==> src/rtl/spi_bridge_pkg.sv <==
// Shared command codes and the CRC-16 byte step for the I2C-to-SPI bridge.
package spi_bridge_pkg;

    typedef enum logic [7:0] {
        OP_XFER   = 8'h10,
        OP_STAT   = 8'h20,
        OP_CRCCLR = 8'h21,
        OP_CRCHI  = 8'h22,
        OP_CRCLO  = 8'h23,
        OP_EXIT   = 8'h24
    } op_e;

    localparam logic [15:0] CRC_POLY = 16'h8005;
    localparam logic [15:0] CRC_INIT = 16'hFFFF;

    // Advance an MSB-first, unreflected CRC-16 by one data byte.
    function automatic logic [15:0] crc16_step(input logic [15:0] c_in,
                                               input logic [7:0]  d);
        logic [15:0] c;
        logic        fb;
        c = c_in;
        for (int i = 7; i >= 0; i--) begin
            fb = c[15] ^ d[i];
            c  = {c[14:0], 1'b0};
            if (fb) c = c ^ CRC_POLY;
        end
        return c;
    endfunction

endpackage

==> src/rtl/spi_bridge_unlock.sv <==
// Key detector. While locked it watches each transaction addressed to the
// bridge. It unlocks when a write transaction holds exactly the key bytes
// and ends with a stop. Assumes the caller passes only events for this target.
module spi_bridge_unlock #(
    parameter int              LEN = 5,
    parameter logic [8*LEN-1:0] KEY = "ISPGO"
) (
    input  logic       clk,
    input  logic       rst_n,
    input  logic       txn_begin,
    input  logic       txn_is_write,
    input  logic       byte_valid,
    input  logic [7:0] byte_data,
    input  logic       txn_end,
    input  logic       relock,
    output logic       unlocked
);
    localparam int IW = $clog2(LEN + 1);

    logic [IW-1:0] idx;
    logic          ok;
    logic          live;
    logic [7:0]    exp_byte;

    // Select the key byte expected at the current position.
    always_comb begin
        exp_byte = 8'h00;
        for (int k = 0; k < LEN; k++)
            if (idx == IW'(k)) exp_byte = KEY[8*(LEN-1-k) +: 8];
    end

    // Track key progress per transaction and set or clear the lock.
    always_ff @(posedge clk) begin
        if (!rst_n) begin
            idx      <= '0;
            ok       <= 1'b0;
            live     <= 1'b0;
            unlocked <= 1'b0;
        end else if (relock) begin
            unlocked <= 1'b0;
            live     <= 1'b0;
        end else if (!unlocked) begin
            if (txn_begin) begin
                live <= 1'b1;
                ok   <= txn_is_write;
                idx  <= '0;
            end else if (live && byte_valid) begin
                if (idx < IW'(LEN) && byte_data == exp_byte) idx <= idx + 1'b1;
                else                                        ok  <= 1'b0;
            end else if (live && txn_end) begin
                live <= 1'b0;
                if (ok && idx == IW'(LEN)) unlocked <= 1'b1;
            end
        end
    end


    unlock_on_stop_chk: assert property (@(posedge clk) disable iff (!rst_n)
        $rose(unlocked) |-> $past(txn_end));

endmodule

==> src/rtl/spi_bridge_shifter.sv <==
// Mode 0 SPI byte shifter. SCLK idles low, MOSI leads each rising edge,
// MISO is sampled on the rising edge, and the next bit is presented on the
// falling edge. Each half period lasts DIV system clocks. A start while busy
// is ignored.
module spi_bridge_shifter #(
    parameter int DIV = 2
) (
    input  logic       clk,
    input  logic       rst_n,
    input  logic       start,
    input  logic [7:0] tx_byte,
    input  logic       miso,
    output logic       sclk,
    output logic       mosi,
    output logic       busy,
    output logic       done,
    output logic [7:0] rx_byte
);
    localparam int DW = (DIV > 1) ? $clog2(DIV) : 1;

    logic [DW-1:0] div_cnt;
    logic [3:0]    half;
    logic [7:0]    sh_tx;
    logic [7:0]    sh_rx;

    assign mosi = sh_tx[7];

    // Run the half-period timer and shift bits on the SCLK edges.
    always_ff @(posedge clk) begin
        if (!rst_n) begin
            div_cnt <= '0;
            half    <= '0;
            sh_tx   <= '0;
            sh_rx   <= '0;
            sclk    <= 1'b0;
            busy    <= 1'b0;
            done    <= 1'b0;
            rx_byte <= '0;
        end else begin
            done <= 1'b0;
            if (!busy) begin
                if (start) begin
                    busy    <= 1'b1;
                    sh_tx   <= tx_byte;
                    div_cnt <= '0;
                    half    <= '0;
                end
            end else if (div_cnt == DW'(DIV - 1)) begin
                div_cnt <= '0;
                half    <= half + 1'b1;
                if (!sclk) begin
                    sclk  <= 1'b1;
                    sh_rx <= {sh_rx[6:0], miso};
                end else begin
                    sclk  <= 1'b0;
                    sh_tx <= {sh_tx[6:0], 1'b0};
                    if (half == 4'd15) begin
                        busy    <= 1'b0;
                        done    <= 1'b1;
                        rx_byte <= sh_rx;
                    end
                end
            end else begin
                div_cnt <= div_cnt + 1'b1;
            end
        end
    end


    sclk_idle_low_chk: assert property (@(posedge clk) disable iff (!rst_n)
        !busy |-> !sclk);

endmodule

==> src/rtl/spi_bridge_crc.sv <==
// CRC-16 register over the SPI traffic. A clear has priority over an update;
// an update folds in one byte. Assumes at most one event per cycle.
module spi_bridge_crc
    import spi_bridge_pkg::*;
(
    input  logic        clk,
    input  logic        rst_n,
    input  logic        upd,
    input  logic        clr,
    input  logic [7:0]  din,
    output logic [15:0] crc
);
    // Hold, clear or advance the running CRC.
    always_ff @(posedge clk) begin
        if (!rst_n)   crc <= CRC_INIT;
        else if (clr) crc <= CRC_INIT;
        else if (upd) crc <= crc16_step(crc, din);
    end


    crc_moves_on_event_chk: assert property (@(posedge clk) disable iff (!rst_n)
        !$stable(crc) |-> $past(upd || clr));

endmodule

==> src/rtl/i2c_spi_bridge.sv <==
// Top of the I2C-to-SPI flash bridge. Decodes byte-layer I2C events into
// commands, drives chip select and the SPI shifter, keeps the state register
// and serves read bytes. Assumes the host leaves at least 16*SCK_DIV+4 cycles
// between two 0x10 data bytes. No clock stretching is provided.
module i2c_spi_bridge
    import spi_bridge_pkg::*;
#(
    parameter logic [6:0]           DEV_ADDR = 7'h49,
    parameter int                   SCK_DIV  = 2,
    parameter int                   KEY_LEN  = 5,
    parameter logic [8*KEY_LEN-1:0] KEY      = "ISPGO"
) (
    input  logic       clk,
    input  logic       rst_n,
    input  logic       i2c_start,
    input  logic       i2c_addr_valid,
    input  logic [6:0] i2c_addr,
    input  logic       i2c_rw,
    input  logic       i2c_wr_valid,
    input  logic [7:0] i2c_wr_data,
    input  logic       i2c_rd_req,
    input  logic       i2c_stop,
    output logic       i2c_ack,
    output logic       i2c_rd_valid,
    output logic [7:0] i2c_rd_data,
    output logic       spi_cs_n,
    output logic       spi_sclk,
    output logic       spi_mosi,
    input  logic       spi_miso
);
    logic        unlocked;
    logic        sel, is_rd, first, xfer, past_first, rel_pend;
    logic [7:0]  cmd_q, state_q, rd_field;
    logic [15:0] crc;
    logic        spi_busy, spi_done;
    logic [7:0]  spi_rx;
    logic        addr_hit, wr_ok, wr_live, is_cmd;
    logic        spi_go, crc_clr, relock;

    // Qualify the incoming byte events for this target.
    always_comb begin
        addr_hit = i2c_addr_valid && (i2c_addr == DEV_ADDR);
        wr_ok    = i2c_wr_valid && sel && !is_rd;
        wr_live  = wr_ok && unlocked;
        is_cmd   = wr_live && first;
        spi_go   = wr_live && !first && xfer;
        crc_clr  = is_cmd && (i2c_wr_data == OP_CRCCLR);
        relock   = is_cmd && (i2c_wr_data == OP_EXIT);
    end

    // Choose the byte returned to a read request.
    always_comb begin
        if (!unlocked)                           rd_field = 8'hFF;
        else if (!past_first && cmd_q == OP_STAT)  rd_field = {6'b0, ~spi_cs_n, 1'b1};
        else if (!past_first && cmd_q == OP_CRCHI) rd_field = crc[15:8];
        else if (!past_first && cmd_q == OP_CRCLO) rd_field = crc[7:0];
        else                                      rd_field = state_q;
    end

    spi_bridge_unlock #(.LEN(KEY_LEN), .KEY(KEY)) u_unlock (
        .clk          (clk),
        .rst_n        (rst_n),
        .txn_begin    (addr_hit),
        .txn_is_write (!i2c_rw),
        .byte_valid   (wr_ok),
        .byte_data    (i2c_wr_data),
        .txn_end      (i2c_stop && sel),
        .relock       (relock),
        .unlocked     (unlocked)
    );

    spi_bridge_shifter #(.DIV(SCK_DIV)) u_shift (
        .clk     (clk),
        .rst_n   (rst_n),
        .start   (spi_go),
        .tx_byte (i2c_wr_data),
        .miso    (spi_miso),
        .sclk    (spi_sclk),
        .mosi    (spi_mosi),
        .busy    (spi_busy),
        .done    (spi_done),
        .rx_byte (spi_rx)
    );

    spi_bridge_crc u_crc (
        .clk   (clk),
        .rst_n (rst_n),
        .upd   (spi_go),
        .clr   (crc_clr),
        .din   (state_q),
        .crc   (crc)
    );

    // Follow the I2C transaction framing and latch the command byte.
    always_ff @(posedge clk) begin
        if (!rst_n) begin
            sel        <= 1'b0;
            is_rd      <= 1'b0;
            first      <= 1'b0;
            xfer       <= 1'b0;
            past_first <= 1'b0;
            cmd_q      <= 8'h00;
            i2c_ack    <= 1'b0;
        end else begin
            i2c_ack <= addr_hit;
            if (i2c_start || i2c_stop) begin
                sel  <= 1'b0;
                xfer <= 1'b0;
            end else if (i2c_addr_valid) begin
                sel        <= addr_hit;
                is_rd      <= i2c_rw;
                first      <= 1'b1;
                past_first <= 1'b0;
                xfer       <= 1'b0;
            end else if (is_cmd) begin
                first <= 1'b0;
                cmd_q <= i2c_wr_data;
                xfer  <= (i2c_wr_data == OP_XFER);
            end else if (i2c_rd_req && sel && is_rd) begin
                past_first <= 1'b1;
            end
        end
    end

    // Serve read bytes one cycle after each request.
    always_ff @(posedge clk) begin
        if (!rst_n) begin
            i2c_rd_valid <= 1'b0;
            i2c_rd_data  <= 8'h00;
        end else begin
            i2c_rd_valid <= i2c_rd_req && sel && is_rd;
            if (i2c_rd_req && sel && is_rd) i2c_rd_data <= rd_field;
        end
    end

    // Capture each byte received from the flash.
    always_ff @(posedge clk) begin
        if (!rst_n)        state_q <= 8'h00;
        else if (spi_done) state_q <= spi_rx;
    end

    // Assert chip select on 0x10; release it after stop once the shifter is idle.
    always_ff @(posedge clk) begin
        if (!rst_n) begin
            spi_cs_n <= 1'b1;
            rel_pend <= 1'b0;
        end else if (is_cmd && i2c_wr_data == OP_XFER) begin
            spi_cs_n <= 1'b0;
            rel_pend <= 1'b0;
        end else if ((i2c_stop && sel) || rel_pend) begin
            if (spi_busy) rel_pend <= 1'b1;
            else begin
                spi_cs_n <= 1'b1;
                rel_pend <= 1'b0;
            end
        end
    end


    ack_only_own_addr_chk: assert property (@(posedge clk) disable iff (!rst_n)
        i2c_ack |-> $past(i2c_addr_valid && i2c_addr == DEV_ADDR));


    cs_needs_unlock_chk: assert property (@(posedge clk) disable iff (!rst_n)
        $fell(spi_cs_n) |-> $past(unlocked));


    sclk_inside_cs_chk: assert property (@(posedge clk) disable iff (!rst_n)
        spi_sclk |-> !spi_cs_n);


    rd_reply_timing_chk: assert property (@(posedge clk) disable iff (!rst_n)
        i2c_rd_valid |-> $past(i2c_rd_req));

endmodule

==> config.mk <==
export PLATFORM = sky130hd
export DESIGN_NAME = i2c_spi_bridge
export DESIGN_NICKNAME = d
export VERILOG_FILES = /design/src/rtl/spi_bridge_pkg.sv /design/src/rtl/spi_bridge_unlock.sv /design/src/rtl/spi_bridge_shifter.sv /design/src/rtl/spi_bridge_crc.sv /design/src/rtl/i2c_spi_bridge.sv
export SDC_FILE = /design/constraint.sdc
export NUM_CORES = 1
export LEC_CHECK = 0
export ABC_AREA = 1
export BUFFER_PORTS_ARGS = -buffer_cell sky130_fd_sc_hd__buf_4
export CAP_MARGIN = 20
export CORE_ASPECT_RATIO = 2
export CORE_MARGIN = 4
export CORE_UTILIZATION = 30
export CTS_CLUSTER_SIZE = 28
export DETAILED_ROUTE_END_ITERATION = 8
export PLACE_DENSITY = 0.52
export SLEW_MARGIN = 40
export SYNTH_ARGS = -nofsm -noshare
export SYNTH_HDL_FRONTEND = slang
export SYNTH_HIERARCHICAL = 1
export SYNTH_SLANG_ARGS = --single-unit
==> constraint.sdc <==
create_clock -name clk -period 1.9 [get_ports clk]
set_clock_uncertainty 0.2 [all_clocks]
set_input_delay 0.285 -clock clk [delete_from_list [all_inputs] [get_ports clk]]
set_output_delay 0.285 -clock clk [all_outputs]
set_load 0.05 [all_outputs]
# [After elaboration in Yosys (flattened, before gate mapping)]
# Index checks and enable logic that the tools add are counted.
[word_totals] inputBits=24 ff_bits=87 wordCells=203
[op_classes] add_sub_neg=3 n_bitwise=23 eq_ne=20 magnitude_cmp=1 reduce_logical=53 muxes=78
[op_table] op="two-way mux 16 bit" n=29
[op_table] op="two-way mux 8 bit" n=8
[op_table] op="equality test 8 x 6 -> 1 bit (second input constant)" n=5
[op_table] op="two-way mux 7 bit" n=5
[op_table] op="two-way mux 1 bit" n=30
[op_table] op="inverter 3 bit" n=8
[op_table] op="logical AND 1 bit" n=20
[op_table] op="AND reduction 4 bit" n=4
[op_table] op="AND reduction 3 bit" n=5
[op_table] op="nonzero test 2 bit" n=7
[op_table] op="two-way mux 4 bit" n=3
[op_table] op="inequality test 2 bit (second input constant)" n=5
[op_table] op="AND reduction 2 bit" n=5
[op_table] op="two-way mux 3 bit" n=3
[op_table] op="equality test 8 x 5 -> 1 bit (second input constant)" n=1
[op_table] op="equality test 8 x 7 -> 1 bit" n=1
[op_table] op="OR reduction 2 bit" n=4
[op_table] op="XOR 1 bit" n=8
[op_table] op="equality test 7 bit (second input constant)" n=1
[op_table] op="inverter 1 bit" n=7
[op_table] op="equality test 3 x 2 -> 1 bit (second input constant)" n=2
[op_table] op="equality test 3 bit (second input constant)" n=2
[op_table] op="adder 4 x 1 -> 4 bit (second input constant)" n=1
[op_table] op="equality test 4 bit (second input constant)" n=1
[op_table] op="other kinds (9)" n=13

# [Logic depth before layout (Yosys ltp)]
[depth] ltp_word=40 mapped_depth=17 depth_no_buf=17

# [By module]
# The synthesis kept the hierarchy.
[modules_own_cells] module="i2c_spi_bridge" instances=1 area_per_inst_um2=1637.8 cells_per_inst=233
[modules_own_cells] module="spi_bridge_shifter" instances=1 area_per_inst_um2=1285.0 cells_per_inst=172
[modules_own_cells] module="spi_bridge_crc" instances=1 area_per_inst_um2=1064.8 cells_per_inst=140
[modules_own_cells] module="spi_bridge_unlock" instances=1 area_per_inst_um2=581.8 cells_per_inst=98

# [Worst setup path before layout]
# No wires, ideal clock.
[synth_timing] path_kind="flip-flop to flip-flop" start="reg is_rd" end="reg u_crc.crc[5]" setup_ns=0.123 setup_slack_ns=-0.062 t_arrival_ns=1.639 stages_incl_launch_ff=10 n_path_buf=2 path_cell_list="dfxtp_1 > nand3b_1 > inv_2 > nand3_1 > nor2_1 > clkbuf_1 > inv_1 > clkbuf_1 > a21oi_1 > o31ai_1"
[synth_via] elab_cells_between_ends=8 cone_classes="8 x reduce/logical"
[synth_rtl] element="start, declared" line_no="i2c_spi_bridge.sv:32" rtl="logic sel, is_rd, first, xfer, past_first, rel_pend;"
[synth_rtl] element="start signal, assigned" line_no="i2c_spi_bridge.sv:111" rtl="is_rd <= i2c_rw;"
[synth_rtl] element="zero test 1 bit" line_no="i2c_spi_bridge.sv:43" rtl="wr_ok = i2c_wr_valid && sel && !is_rd;"
[synth_rtl] element="logical AND 1 bit" line_no="i2c_spi_bridge.sv:43"
[synth_rtl] element="via wr_ok" line_no="i2c_spi_bridge.sv:37" rtl="logic addr_hit, wr_ok, wr_live, is_cmd;"
[synth_rtl] element="logical AND 1 bit" line_no="i2c_spi_bridge.sv:44" rtl="wr_live = wr_ok && unlocked;"
[synth_rtl] element="logical AND 1 bit (2 in series)" line_no="i2c_spi_bridge.sv:46" rtl="spi_go = wr_live && !first && xfer;"
[synth_rtl] element="via spi_go" line_no="i2c_spi_bridge.sv:38" rtl="logic spi_go, crc_clr, relock;"
[synth_rtl] element="end signal, assigned" line_no="spi_bridge_crc.sv:17" rtl="else if (upd) crc <= crc16_step(crc, din);"
[synth_rtl] element="end, declared" line_no="spi_bridge_crc.sv:11" rtl="output logic [15:0] crc"
# The timed path passes the listed nets, and every way through them passes these cells.
# A chain may end at the register's enable or synchronous reset.

# [Worst setup path in the final report]
[layout_timing] start="reg state_q[6]" end="reg u_crc.crc[2]"
[layout_via] elab_chain_cells=32 elab_cells_between_ends=33 cone_classes="25 x mux; 8 x bitwise"
[layout_lines] element="start, declared" line_no="i2c_spi_bridge.sv:33" rtl="logic [7:0] cmd_q, state_q, rd_field;"
[layout_lines] element="start signal, assigned" line_no="i2c_spi_bridge.sv:139" rtl="else if (spi_done) state_q <= spi_rx;"
[layout_lines] element="XOR 1 bit (*)" line_no="spi_bridge_pkg.sv:23" rtl="fb = c[15] ^ d[i];"
[layout_lines] element="two-way mux 16 bit (*)" line_no="spi_bridge_pkg.sv:25" rtl="if (fb) c = c ^ CRC_POLY;"
[layout_lines] element="two-way mux 16 bit (*)" line_no="spi_bridge_crc.sv:17"
[layout_lines] element="two-way mux 16 bit (*)" line_no="spi_bridge_crc.sv:16" rtl="else if (clr) crc <= CRC_INIT;"
[layout_lines] element="two-way mux 16 bit (*)" line_no="spi_bridge_crc.sv:15" rtl="if (!rst_n) crc <= CRC_INIT;"
[layout_lines] element="XOR 1 bit (*)" line_no="spi_bridge_pkg.sv:23"
[layout_lines] element="two-way mux 16 bit (*)" line_no="spi_bridge_pkg.sv:25"
[layout_lines] element="two-way mux 16 bit (*)" line_no="spi_bridge_crc.sv:17"
[layout_lines] element="(+16 left out)"
[layout_lines] element="two-way mux 16 bit (*)" line_no="spi_bridge_crc.sv:15"
[layout_lines] element="XOR 1 bit" line_no="spi_bridge_pkg.sv:23"
[layout_lines] element="two-way mux 16 bit (*)" line_no="spi_bridge_pkg.sv:25"
[layout_lines] element="two-way mux 16 bit (*)" line_no="spi_bridge_crc.sv:17"
[layout_lines] element="two-way mux 16 bit (*)" line_no="spi_bridge_crc.sv:16"
[layout_lines] element="two-way mux 16 bit (*)" line_no="spi_bridge_crc.sv:15"
[layout_lines] element="XOR 1 bit" line_no="spi_bridge_pkg.sv:23"
[layout_lines] element="two-way mux 16 bit (*)" line_no="spi_bridge_pkg.sv:25"
# Every way passes the cells marked *; elsewhere a longest branch is shown, timed or not. The select of a mux whose other input is x is not followed.

==> summary.md <==
| Metric | Value |
|---|---|
| Status | finished, violations left |
| Failing checks | setup timing |
| Cells after DPL | 894 |
| Setup CP Type | flip-flop to flip-flop |
| Layout area overhead | 33.2% |
| Library cells used by synthesis | 39 |
| DR vias | 4,442 |
| Commonest cells after routing, fill and taps aside | nand2_1 (120), buf_4 (90), dfxtp_1 (81) |
| Layout Cells excl Fill | 936 |
| Initial core utilization | 30.7% |
| Vias/cell | 4.75 |
| Slowest stage delay, CP | 0.40 ns |
| Final setup vio count | 7 |
| Family with the most delay on the worst path | simple AND/OR/NAND/NOR gates |
| Hold path start | i2c_wr_data[6] |
| Yosys reg bits | 87 |
| Area contributors post-synth | dfxtp_1 (38%), nand2_1 (11%), nand3_1 (8.5%) |
| Power Density | 619 mW/mm^2 |
| Port Buffers | 36 |
| Global-route wire length before repair | 21,100 um |
| Antenna violations before repair | 0 |
| Post-layout net count | 767 |
| Most frequent CP cell | nand2_4 |
| Tot GR Track Use | 15.5% |
| Final period util | 106% |
| I/O pins | 37 |
| Slew Viols, Final | 0 |
| Antenna cells | 0 |
| Leak | 2.79 nW |
| Worst-Margin Slew | 0.472 ns |
| Final WS setup | -0.113 ns |
| Biggest area consumer among synthesized cells | dfxtp_1 |
| Post-synth top area share | 38.1% |
| Power Total | 3.77 mW |
| Reg clk slew, reported paths | 0.06 ns |
| Slowest stage cell, crit path | dfxtp_4 |
| Estimated wirelength of the detail-placed design | 9730 um |
| Most common cell after layout, fill and taps aside | nand2_1 |
| H-tree depth | 3 |
| # rows | 63 |
| CTS buffer count | 9 |
| Slew HR | 68.4% |
| Yosys warning count | 6 |
| TritonCTS clock tree | built |
| Share of layout cells above drive strength 1 | 29.0% |
| Synthesized area | 0.00457 sq mm |
| Later-pin clock latency in the skew report | 0.34 ns |
| CP endpoint kind | flip-flop |
| Horiz. Die Dim | 95.3 um |
| Max-Cap Viols | 0 |
| Die height | 183 um |
| Core ar. | 0.0149 sq mm |
| Crit Path Max Fanout | 5 |
| Req. time, crit path | 1.93 ns |
| CP arrival | 2.04 ns |
| Number of remaining DRC errors | 0 |
| Initial DRC Count | 148 |
| Mapped Nets | 674 |
| Min Tclk post-route | 2.01 ns |
| Crit path buf inv count | 1 |
| RSZ-0062 raised after global routing | yes |
| Register area share after synthesis | 38.1% |
| Hold Vio Cnt, Final | 0 |
| Grt ovf | 0 |
| Max clock buf depth | 2 |
| Hold Path Class | input port to flip-flop |
| 1st-pass router iterations | 4 |
| Crit-path cells | inv_2 > nand2_2 > nand2_2 > nand2_4 > nand2_4 > nand2_4 > nand2_4 > nand2_4 > nand3_4 > nand2_4 > nand2_4 > nand3_4 > nand2_4 > nand2_4 > nand3_2 > nand3_2 > nand2_1 |
| Pre-CTS setup slack | -0.151 ns |
| Final WL | 12,900 um |
| Mapped Cells | 643 |
| Wire per inst | 13.8 um |
| FF-to-FF Start | state_q[6] |
| Clk root buf | clkbuf_16 |
| Routed Antenna Nets | 0 |
| Sink Count | 87 |
| Worst setup SP type | flip-flop |
| Maximum vdd drop | 449 uV |
| Critical path origin | state_q[6] |
| Gp weighted congestion | 0.856 |
| Achievable frequency | 0.497 GHz |
| Vias in the first global route | 4,520 |
| Syn Area/Cell | 7.11 sq um |
| Maximum number of pins on one net before global-route repair | 45 |
| Die area | 0.0174 sq mm |
==> cell usage after synthesis (all sizes together) <==
library cell and instances:
xnor2 5, or2 1, nor3 9, nand3b 4, nand2 154, o21ai 56, nand3 87, buf 8
a21oi 49, nand4 6, nor2 82, clkbuf 7, dfxtp 87, nor3b 1, inv 71, xor2 3
a31oi 1, o31ai 1, o211ai 2, ha 7, clkinv 2
==> power by group <==
part	switching [mW]	internal, mW
Sequential	0.00410	1.82
Clock	0.737	1.05
Combinational	0.0884	0.0652
Total	0.829	2.94
==> final cells by class <==
class / instances / area (sq um)
tap: 195 / 244
multi-input combinational: 468 / 2730
fill: 1566 / 8810
timing repair inverter: 1 / 7.51
inverter: 73 / 280
sequential: 87 / 1760
timing repair buffer: 96 / 763
clock inverter: 5 / 57.6
clock buffer: 11 / 243
==> what timing repair did <==
item	4_1_cts	5_1_grt
endpoints found under the hold margin	2	0
pin swaps	9	27
gates resized for setup	28	54
cloned	0	2
setup endpoints to repair	17	29
buffers inserted	14	10
hold buffers	2	0
==> metal layers <==
layer  GRT usage [%]  wire length (um)
met4            10.0               711
met5               0                 0
met3            2.31               404
met1            15.5              4670
met2            28.8              7110
==> worst reg2reg max path, delay by kind of cell (launching register included) <==
kind / cells / cell delay (ns)
buffers and inverters: 1 / 0.05
flip-flops: 1 / 0.40
AND/OR/NAND/NOR: 16 / 1.26
==> worst paths after layout <==
path	slack, ns	cells after the start	endpoint
worst max-delay path	-0.11	17	u_crc/crc[2]
worst min-delay path	0.02	3	cmd_q[6]
worst max register to register	-0.11	17	u_crc/crc[2]
worst min register to register	0.27	2	u_shift/rx_byte[1]
==> sequential cells by signal, indices dropped and copies added, names as in the netlist, 3 cells and up <==
name             cells
u_shift/half         4
state_q              8
u_shift/sh_rx        8
u_crc/crc           16
i2c_rd_data          8
u_shift/sh_tx        8
cmd_q                8
u_unlock/idx         3
u_shift/rx_byte      8
==> cell families after synthesis <==
group | synth area share [%]
xor gates and xnor gates | 2.27
DFF | 38.1
AOI/OAI and AO/OA | 12.4
and+or+nand+nor | 37.3
adders and majority gates | 1.92
buffers and inverters | 8.00
==> stage by stage <==
stage | area (sq um) | hold WS [ns] | utilization, % | TNS (ns)
3_5_place_dp | 5270 | 0.258 | 35.4 | -0.824
3_3_place_gp | 5270 | 0.254 | 35.4 | -0.400
4_1_cts | 5790 | 0.00412 | 38.9 | -0.210
6_report | 6090 | 0.0192 | 40.9 | -0.499
2_1_floorplan | 4570 | 0.206 | - | 0
5_1_grt | 6090 | 0.0347 | 40.9 | -1.53
Power figures use the tool's default switching activity.
